<file path="config.mk">
export PLATFORM = sky130hd
export DESIGN_NAME = se_compare_unit
export DESIGN_NICKNAME = d
export VERILOG_FILES = /design/src/rtl/se_cmp_pkg.sv /design/src/rtl/se_cmp_ctrl.sv /design/src/rtl/se_cmp_chan.sv /design/src/rtl/se_cmp_datapath.sv /design/src/rtl/se_compare_unit.sv
export SDC_FILE = /design/constraint.sdc
export NUM_CORES = 1
export LEC_CHECK = 0
export ABC_AREA = 1
export BUFFER_PORTS_ARGS = -buffer_cell sky130_fd_sc_hd__buf_2
export CORE_MARGIN = 2
export CORE_UTILIZATION = 30
export DETAILED_ROUTE_END_ITERATION = 10
export GPL_ROUTABILITY_DRIVEN = 0
export PLACE_DENSITY = 0.48
export SLEW_MARGIN = 10
export SYNTH_ARGS = -nofsm -noshare
export SYNTH_HDL_FRONTEND = slang
export SYNTH_SLANG_ARGS = --single-unit
</file>
<file path="constraint.sdc">
create_clock -name clk -period 2.27 [get_ports clk]
set_input_delay 0.454 -clock clk [delete_from_list [all_inputs] [get_ports clk]]
set_output_delay 0.454 -clock clk [all_outputs]
set_load 0.005 [all_outputs]
</file>
<file path="src/rtl/se_cmp_pkg.sv">
package se_cmp_pkg;

  localparam int IDX_W = 8;

  typedef enum logic [1:0] {
    MODE_OFF  = 2'b00,
    MODE_EVT  = 2'b01,
    MODE_IRQ  = 2'b10,
    MODE_BOTH = 2'b11
  } cmpMode_e;

  // strobes from the address decoder to the register datapath
  typedef struct packed {
    logic             cmpWr;
    logic             modeWr;
    logic             selWr;
    logic             enLoad;
    logic             enSet;
    logic             enClr;
    logic [IDX_W-1:0] wrIdx;
    logic             rdCmp;
    logic             rdMode;
    logic             rdSel;
    logic             rdEn;
    logic [IDX_W-1:0] rdIdx;
  } regStrobe_t;

endpackage

</file>
<file path="src/rtl/se_cmp_ctrl.sv">
module se_cmp_ctrl
  import se_cmp_pkg::*;
#(
  parameter int NUM_CH = 16,
  parameter int DATA_W = 16,
  parameter int ADDR_W = 5
) (
  input  logic              wrEn,
  input  logic [ADDR_W-1:0] addr,
  output regStrobe_t        strobe
);

  localparam int MODE_PER_REG = DATA_W / 2;
  localparam int MODE_REGS    = (NUM_CH + MODE_PER_REG - 1) / MODE_PER_REG;
  localparam logic [ADDR_W-1:0] CMP_END  = ADDR_W'(NUM_CH);
  localparam logic [ADDR_W-1:0] SEL_ADDR = ADDR_W'(NUM_CH + MODE_REGS);
  localparam logic [ADDR_W-1:0] EN_ADDR  = ADDR_W'(NUM_CH + MODE_REGS + 1);
  localparam logic [ADDR_W-1:0] SET_ADDR = ADDR_W'(NUM_CH + MODE_REGS + 2);
  localparam logic [ADDR_W-1:0] CLR_ADDR = ADDR_W'(NUM_CH + MODE_REGS + 3);

  logic             isCmp;
  logic             isMode;
  logic             isEnAny;
  logic [IDX_W-1:0] localIdx;

  always_comb begin
    isCmp    = (addr < CMP_END);
    isMode   = (addr >= CMP_END) && (addr < SEL_ADDR);
    isEnAny  = (addr == EN_ADDR) || (addr == SET_ADDR) || (addr == CLR_ADDR);
    localIdx = isCmp ? IDX_W'(addr) : IDX_W'(addr - CMP_END);

    strobe        = '0;
    strobe.wrIdx  = localIdx;
    strobe.rdIdx  = localIdx;
    strobe.rdCmp  = isCmp;
    strobe.rdMode = isMode;
    strobe.rdSel  = (addr == SEL_ADDR);
    strobe.rdEn   = isEnAny;
    strobe.cmpWr  = wrEn && isCmp;
    strobe.modeWr = wrEn && isMode;
    strobe.selWr  = wrEn && (addr == SEL_ADDR);
    strobe.enLoad = wrEn && (addr == EN_ADDR);
    strobe.enSet  = wrEn && (addr == SET_ADDR);
    strobe.enClr  = wrEn && (addr == CLR_ADDR);
  end

endmodule

</file>
<file path="src/rtl/se_cmp_chan.sv">
module se_cmp_chan
  import se_cmp_pkg::*;
#(
  parameter int DATA_W = 16
) (
  input  logic [DATA_W-1:0] cmpVal,
  input  logic [DATA_W-1:0] timerValue,
  input  logic              timerTick,
  input  logic [1:0]        mode,
  input  logic              singleSel,
  input  logic              armBit,
  output logic              hit,
  output logic              hwClr
);

  logic equalNow;
  logic armed;

  always_comb begin
    equalNow = timerTick && (timerValue == cmpVal);
    armed    = (cmpMode_e'(mode) != MODE_OFF) && (!singleSel || armBit);
    hit      = equalNow && armed;
    hwClr    = hit && singleSel;
  end

endmodule

</file>
<file path="src/rtl/se_cmp_datapath.sv">
module se_cmp_datapath
  import se_cmp_pkg::*;
#(
  parameter int NUM_CH = 16,
  parameter int DATA_W = 16
) (
  input  logic              clk,
  input  logic              rstN,
  input  regStrobe_t        strobe,
  input  logic [DATA_W-1:0] wrData,
  input  logic              timerTick,
  input  logic [DATA_W-1:0] timerValue,
  output logic [DATA_W-1:0] rdData,
  output logic [NUM_CH-1:0] evtOut,
  output logic [NUM_CH-1:0] irqOut,
  output logic [NUM_CH-1:0] enState,
  output logic [NUM_CH-1:0] selState
);

  localparam int MODE_PER_REG = DATA_W / 2;

  logic [DATA_W-1:0] cmpReg  [NUM_CH];
  logic [1:0]        modeReg [NUM_CH];
  logic [NUM_CH-1:0] selReg;
  logic [NUM_CH-1:0] enReg;
  logic [NUM_CH-1:0] enNext;
  logic [NUM_CH-1:0] hitVec;
  logic [NUM_CH-1:0] hwClrVec;
  logic [NUM_CH-1:0] wrBits;

  assign wrBits = wrData[NUM_CH-1:0];

  // one comparator per channel
  for (genvar ch = 0; ch < NUM_CH; ch++) begin : g_chan
    se_cmp_chan #(.DATA_W(DATA_W)) i_chan (
      .cmpVal    (cmpReg[ch]),
      .timerValue(timerValue),
      .timerTick (timerTick),
      .mode      (modeReg[ch]),
      .singleSel (selReg[ch]),
      .armBit    (enReg[ch]),
      .hit       (hitVec[ch]),
      .hwClr     (hwClrVec[ch])
    );
  end

  // compare words and modes: software only
  always_ff @(posedge clk or negedge rstN) begin
    if (!rstN) begin
      for (int ch = 0; ch < NUM_CH; ch++) begin
        cmpReg[ch]  <= '0;
        modeReg[ch] <= 2'b00;
      end
    end else begin
      for (int ch = 0; ch < NUM_CH; ch++) begin
        if (strobe.cmpWr && strobe.wrIdx == IDX_W'(ch))
          cmpReg[ch] <= wrData;
        if (strobe.modeWr && strobe.wrIdx == IDX_W'(ch / MODE_PER_REG))
          modeReg[ch] <= wrData[(ch % MODE_PER_REG)*2 +: 2];
      end
    end
  end

  // enable word: software load/set/clear first, hardware clear last
  always_comb begin
    enNext = enReg;
    if (strobe.enLoad) enNext = wrBits;
    if (strobe.enSet)  enNext = enNext | wrBits;
    if (strobe.enClr)  enNext = enNext & ~wrBits;
    enNext = enNext & ~hwClrVec;
  end

  always_ff @(posedge clk or negedge rstN) begin
    if (!rstN) begin
      selReg <= '0;
      enReg  <= '0;
      evtOut <= '0;
      irqOut <= '0;
    end else begin
      if (strobe.selWr) selReg <= wrBits;
      enReg <= enNext;
      for (int ch = 0; ch < NUM_CH; ch++) begin
        evtOut[ch] <= hitVec[ch] && modeReg[ch][0];
        irqOut[ch] <= hitVec[ch] && modeReg[ch][1];
      end
    end
  end

  always_comb begin
    rdData = '0;
    if (strobe.rdCmp) begin
      for (int ch = 0; ch < NUM_CH; ch++)
        if (strobe.rdIdx == IDX_W'(ch)) rdData = cmpReg[ch];
    end
    if (strobe.rdMode) begin
      for (int ch = 0; ch < NUM_CH; ch++)
        if (strobe.rdIdx == IDX_W'(ch / MODE_PER_REG))
          rdData[(ch % MODE_PER_REG)*2 +: 2] = modeReg[ch];
    end
    if (strobe.rdSel) rdData[NUM_CH-1:0] = selReg;
    if (strobe.rdEn)  rdData[NUM_CH-1:0] = enReg;
  end

  assign enState  = enReg;
  assign selState = selReg;

endmodule

</file>
<file path="src/rtl/se_compare_unit.sv">
module se_compare_unit
  import se_cmp_pkg::*;
#(
  parameter int NUM_CH = 16,
  parameter int DATA_W = 16,
  parameter int ADDR_W = 5
) (
  input  logic              clk,
  input  logic              rstN,
  input  logic              wrEn,
  input  logic [ADDR_W-1:0] addr,
  input  logic [DATA_W-1:0] wrData,
  output logic [DATA_W-1:0] rdData,
  input  logic              timerTick,
  input  logic [DATA_W-1:0] timerValue,
  output logic [NUM_CH-1:0] evtOut,
  output logic [NUM_CH-1:0] irqOut
);

  regStrobe_t        strobe;
  logic [NUM_CH-1:0] enState;
  logic [NUM_CH-1:0] selState;

  se_cmp_ctrl #(.NUM_CH(NUM_CH), .DATA_W(DATA_W), .ADDR_W(ADDR_W)) i_ctrl (
    .wrEn  (wrEn),
    .addr  (addr),
    .strobe(strobe)
  );

  se_cmp_datapath #(.NUM_CH(NUM_CH), .DATA_W(DATA_W)) i_dp (
    .clk       (clk),
    .rstN      (rstN),
    .strobe    (strobe),
    .wrData    (wrData),
    .timerTick (timerTick),
    .timerValue(timerValue),
    .rdData    (rdData),
    .evtOut    (evtOut),
    .irqOut    (irqOut),
    .enState   (enState),
    .selState  (selState)
  );

endmodule

</file>
* Word-level counts from Yosys, hierarchy flattened
Cells that the tools add are included.
** Storage, ports and cells
- Register bits :: 352
- Latch bits :: 0
- RAM bits :: 0
- Bits in read-only memories :: 0
- Input bits :: 41
- Output and inout port bits :: 48
- Memories kept :: 0
** Cells by class
- $add $sub $neg :: 1
- Multiply operators :: 0
- Divide/modulo/power cells :: 0
- Order comparisons :: 3
- Equal/unequal tests :: 35
- Shift-type cells :: 0
- Muxes and demuxes :: 40
- Bitwise gates (word level) :: 5
- Reduce and logical (&&, ||, !) cells :: 172
** Operator list (count)
- 16-bit two-way mux :: 23
- 16-bit == test :: 16
- 1-bit logical AND :: 121
- 8-bit by 4-bit == test with 1-bit output (second input constant) :: 8
- 16-bit AND :: 2
- 8-bit by 3-bit == test with 1-bit output (second input constant) :: 4
- 2-bit two-way mux :: 16
- 16-bit inverter :: 2
- 2-bit nonzero test :: 16
- 5-bit == test (second input constant) :: 4
- 1-bit logical OR :: 18
- 8-bit by 2-bit == test with 1-bit output (second input constant) :: 2
- 1-bit zero test :: 16
- 16-bit bitwise OR :: 1
- 5-bit less-than comparator (second input constant) :: 2
- 8-bit by 1-bit == test with 1-bit output (second input constant) :: 1
- 8-bit zero test :: 1
- 8-bit two-way mux :: 1
- 5-bit by 5-bit subtractor with 6-bit output (second input constant) :: 1
- 5-bit >= comparator (second input constant) :: 1

* Logic depth before layout (Yosys ltp)
- Word-level depth :: 25
- Gate-level depth with buffers :: 16
- Depth with buffers taken out :: 15

* By module
A second synthesis with hierarchy kept.
** Unflattened totals
- Cells, all modules :: 3344
- Area total of the unflattened synthesis :: 21842.2 um^2
** Modules (own cells, without submodules)
- se_cmp_datapath :: times used 1, cells each 1954, area each 15916.5 um^2, seq. area each 8808.4 um^2
- se_cmp_chan :: times used 16, cells each 84, area each 354.1 um^2, seq. area each 0.0 um^2
- se_cmp_ctrl :: times used 1, cells each 46, area each 260.2 um^2, seq. area each 0.0 um^2

* Worst setup path before layout
OpenSTA, ideal clock, no wires.
- Path kind :: in2out
- Start point :: input port addr[1]
- End point :: output port rdData[13]
- Arrival :: 1.723 ns
- Slack :: 0.093 ns
- Cell stages on the path :: 15
- Path buffers :: 1
- Cell sequence :: buf_4 -> nand2_4 -> inv_1 -> nand2_2 -> nand2_2 -> inv_1 -> o21ai_0 -> o21ai_0 -> nand4_1 -> nand2_1 -> nand4_1 -> nand2_1 -> nand3_1 -> nand2_1 -> nand4_1
** Between the ends
- Longest elaborated chain between the ends :: 25
- Elaborated cells between the ends (all ways) :: 50
** Ends and longest elaborated chain
- start: declaration :: RTL line se_compare_unit.sv:11 : input logic [ADDR_W-1:0] addr,
- 5-bit by 5-bit subtractor with 6-bit output / 5-bit less-than comparator (equally long branches) :: RTL line se_cmp_ctrl.sv:30, se_cmp_ctrl.sv:27
- 8-bit two-way mux :: RTL line se_cmp_ctrl.sv:30 : localIdx = isCmp ? IDX_W'(addr) : IDX_W'(addr - CMP_END);
- 8-bit zero test :: RTL line se_cmp_datapath.sv:93, se_cmp_datapath.sv:97
- 16-bit two-way mux (16 in a row) :: RTL line se_cmp_datapath.sv:93 : if (strobe.rdIdx == IDX_W'(ch)) rdData = cmpReg[ch];
- 16-bit two-way mux :: RTL line se_cmp_datapath.sv:91 : if (strobe.rdCmp) begin
- 2-bit two-way mux (2 in a row) :: RTL line se_cmp_datapath.sv:97 : if (strobe.rdIdx == IDX_W'(ch / MODE_PER_REG))
- 16-bit two-way mux :: RTL line se_cmp_datapath.sv:95 : if (strobe.rdMode) begin
- 16-bit two-way mux :: RTL line se_cmp_datapath.sv:100 : if (strobe.rdSel) rdData[NUM_CH-1:0] = selReg;
- 16-bit two-way mux * :: RTL line se_cmp_datapath.sv:101 : if (strobe.rdEn) rdData[NUM_CH-1:0] = enReg;
- end: declaration :: RTL line se_compare_unit.sv:13 : output logic [DATA_W-1:0] rdData,
Mark *: on every way between the ends. The rest lies on a longest branch, timed or not.

* Worst setup path in the final report
- Start point :: register i_dp.cmpReg[213] (netlist bit)
- End point :: output port rdData[5]
** Between the ends
- Longest elaborated chain between the ends :: 20
** Ends and longest elaborated chain
- start: declaration :: RTL line se_cmp_datapath.sv:22 : logic [DATA_W-1:0] cmpReg [NUM_CH];
- start signal: indexed assignment :: RTL line se_cmp_datapath.sv:57 : cmpReg[ch] <= wrData;
- 16-bit two-way mux * (14 in a row) :: RTL line se_cmp_datapath.sv:93
- 16-bit two-way mux * :: RTL line se_cmp_datapath.sv:91
- 2-bit two-way mux (2 in a row) :: RTL line se_cmp_datapath.sv:97
- 16-bit two-way mux * :: RTL line se_cmp_datapath.sv:95
- 16-bit two-way mux * :: RTL line se_cmp_datapath.sv:100
- 16-bit two-way mux * :: RTL line se_cmp_datapath.sv:101
Marks and branches as above.

==> summary.md <==
| Metric | Value |
|---|---|
| Crit path max fanout | 2 |
| Core outline area | 61600 um2 |
| Mapped Nets | 2434 |
| Gr usage total | 0.297 |
| Syn Area/Cell | 7.79 um2 |
| Worst setup SP type | flop |
| Warnings, synthesis | 0 |
| Clk pwr share | 0.360 |
| Dpl ws | -0.901 ns |
| Hold crit path type | primary input to flop |
| Switching share of power | 0.335 |
| Detail Placement HPWL | 71800 um |
| Starting density of the core | 0.303 |
| Synth cell count leaders | nand2_1 (684), o21ai_0 (379), dfrtp_1 (352) |
| Area contributors post-synth | dfrtp_1 (47%), nand2_1 (14%), o21ai_0 (10%) |
| Post-synthesis cell count | 2393 |
| Post-synth cell types | 44 |
| Final TNS setup | -9.72 ns |
| Die width | 253 um |
| Final min period | 3.16 ns |
| Worst-skew pair later-pin latency | 0.58 ns |
| Chip height | 253 um |
| Status | complete, but fails checks |
| Vias | 20051 |
| Initial DRT Pass Iterations | 6 |
| Seq pwr share | 0.417 |
| Clock Path Buffers | 3 |
| Initial antenna violation count | 4 |
| Vias in the first global route | 18929 |
| Worst IR Drop VDD | 0.479 mV |
| Fmax | 316 MHz |
| Worst-Margin Slew | 0.864 ns |
| I/O pin count | 89 |
| Crit share post-route | 1.39 |
| Fillers | 6317 |
| Worst path bufs/invs | 1 |
| Share of the synthesized area in the top cell type | 0.473 |
| Worst path cell trace | o211ai_1 > nand3_1 > nand2_2 > nand4_1 > nand2_1 > nand4_1 > nor2_2 > nand4_1 > nand2_2 > nand4_1 > buf_2 |
| # H-tree levels | 2 |
| Crit path DAT | 2.71 ns |
| Floorplan row count | 91 |
| Antenna fix cells | 0 |
| Crit. End Element | output port |
| Power per cell area | 827 nW/um2 |
| Hold Fails Final Rpt | 0 |
| Die Area | 64100 um2 |
| P&R area growth vs syn | 33.4% |
| RSZ-0062 raised after global routing | yes |
| Yosys top cell by area | dfrtp_1 |
| Power after layout | 0.0206 W |
| Max-cap violations | 0 |
| CTS buffer count | 41 |
| CP delay by family, top | simple AND/OR/NAND/NOR gates |
| Setup Skew | 0.0128 ns |
| CTS root buf | clkbuf_16 |
| Slowest cell delay on critical path | 0.40 ns |
| Slew margin rel. | 0.423 |
| Clock-pin transition on the worst setup and hold timing paths | 0.06 ns |
| DR iter-0 viols | 2480 |
| Combinational power share | 0.223 |
| Layout cells sized above 1 | 0.247 |
| FFs w/ async S/R, synth | 1.00 |
| WS Path Type | flop to output port |
| DRC errors left | 0 |
| Worst path required time | 1.82 ns |
| Dominant cell by count in the synthesized netlist | nand2_1 |
| Post-synthesis sequential area ratio | 0.473 |
| Wire per inst | 26.3 um |
| Clock sinks | 352 |
| Crit path top cell by count | nand4_1 |
| Psw | 0.00689 W |
| Pint | 0.0137 W |
| Gr ovfl total | 0 |
| IO Port Bufs | 88 |
| CTS tree | done |
| Vias/cell | 5.54 |
| Antenna Nets Post-Route | 0 |
| CP max-delay cell | dfrtp_1 |
| First-pass GRT wire length | 136000 um |
| Final Max Tran Viols | 0 |
| Post-Syn Area | 18600 um2 |
| Slack of the critical path | -0.891 ns |
| LEAKAGE | 11.6 nW |
| Most used DFF post-synth | dfrtp_1 |
| NumNets Final | 2792 |
| Setup Viol. Count Final | 16 |
| Routed WL | 95300 um |
| Number of flops mapped to enable cells by yosys | 0 |
| Largest net degree at the start of global routing | 58 |
| #FFs+latches synth | 352 |
| Failing checks | negative setup slack |
## stage by stage
stage / std cells / hold WS (ns) / utilization / area, um2
3_5_place_dp: 3517 / 0.480 / 0.368 / 22700
2_1_floorplan: 2393 / 0.158 / - / 18600
5_1_grt: 3620 / 0.132 / 0.404 / 24900
4_1_cts: 3603 / 0.0997 / 0.398 / 24500
6_report: 3620 / 0.122 / 0.404 / 24900
3_3_place_gp: 3517 / 0.468 / 0.368 / 22700
## worst paths after layout
path	depth (start not counted)	start	end	slack, ns
setup / recovery	11	i_dp.cmpReg[213]	rdData[5]	-0.89
hold / removal	3	wrData[15]	i_dp.modeReg[17]	0.12
setup reg to reg	7	i_dp.cmpReg[137]	i_dp.irqOut[7]	0.15
hold reg to reg	2	i_dp.cmpReg[39]	i_dp.cmpReg[39]	0.49
max in group asynchronous	3	rstN	i_dp.cmpReg[48]	0.98
min in group asynchronous	2	rstN	i_dp.cmpReg[180]	0.46
## timing repair
item / CTS / global route
gates resized for setup: 101 / 66
pin swaps: 62 / 86
buffers inserted: 9 / 17
setup endpoints to repair: 16 / 18
hold buffers: 1 / 0
endpoints found under the hold margin: 47 / 0
gates cloned: 1 / 0
## area by class of cell
class / count / area (um2) / area share
timing repair buffer: 458 / 3870 / 0.155
sequential: 352 / 8820 / 0.355
multi-input combinational: 1696 / 8870 / 0.357
tap: 837 / 1050 / 0.0421
inverter: 202 / 773 / 0.0311
clock buffer: 52 / 1170 / 0.0470
clock inverter: 23 / 318 / 0.0128
## tightest hold or removal path, stage by stage
cell,delay (ns)
buf_2,0.10
nand2_1,0.05
o21ai_0,0.06
## power groups by stage
stage               registers (W)  clock network (W)  logic, W
floorplan                 0.00809                  0   0.00217
global placement          0.00857                  0   0.00423
detailed placement        0.00855                  0   0.00429
CTS                       0.00846            0.00747   0.00441
global route              0.00864            0.00771   0.00498
finish                    0.00856            0.00741   0.00459
## flip-flops by register name, indices dropped and copies added (netlist names)
name and flops:
i_dp.evtOut 16, i_dp.modeReg 32, i_dp.enState 16, i_dp.selState 16, i_dp.cmpReg 256, i_dp.irqOut 16
## metal layers
metal  vias to the layer above  global-route usage  wire, um
li1                       8738                   -         -
met1                      9704               0.408     39700
met2                      1299               0.425     38700
met3                       306              0.0706     10300
met4                         4               0.167      6450
met5                         -             0.00541        64
## cell usage in the layout (no fill, tap or decap), drive strengths merged
| cell type | count |
|---|---|
| a221oi | 29 |
| xnor2 | 34 |
| a21oi | 52 |
| a221o | 4 |
| o221ai | 3 |
| xor2 | 47 |
| or2 | 21 |
| o2111ai | 16 |
| a211oi | 12 |
| nor3 | 9 |
| nor4 | 20 |
| o211ai | 8 |
| nor4b | 1 |
| inv | 202 |
| bufinv | 7 |
| clkinv | 11 |
| nand2 | 692 |
| dfrtp | 352 |
| o221a | 2 |
| and3 | 4 |
| buf | 457 |
| nand3 | 45 |
| nor2 | 144 |
| clkbuf | 52 |
| clkinvlp | 5 |
| a2111oi | 2 |
| o21a | 1 |
| o21ai | 383 |
| nand4 | 63 |
| o22ai | 95 |
| dlygate4sd3 | 1 |
| a22o | 4 |
| a41oi | 5 |
## logic make-up after synthesis
group,share of synthesized area
simple gates,0.227
flops,0.473
buf+inv,0.0744
xor+xnor,0.0381
compound gates,0.188
(Power assumes the default switching activity.)
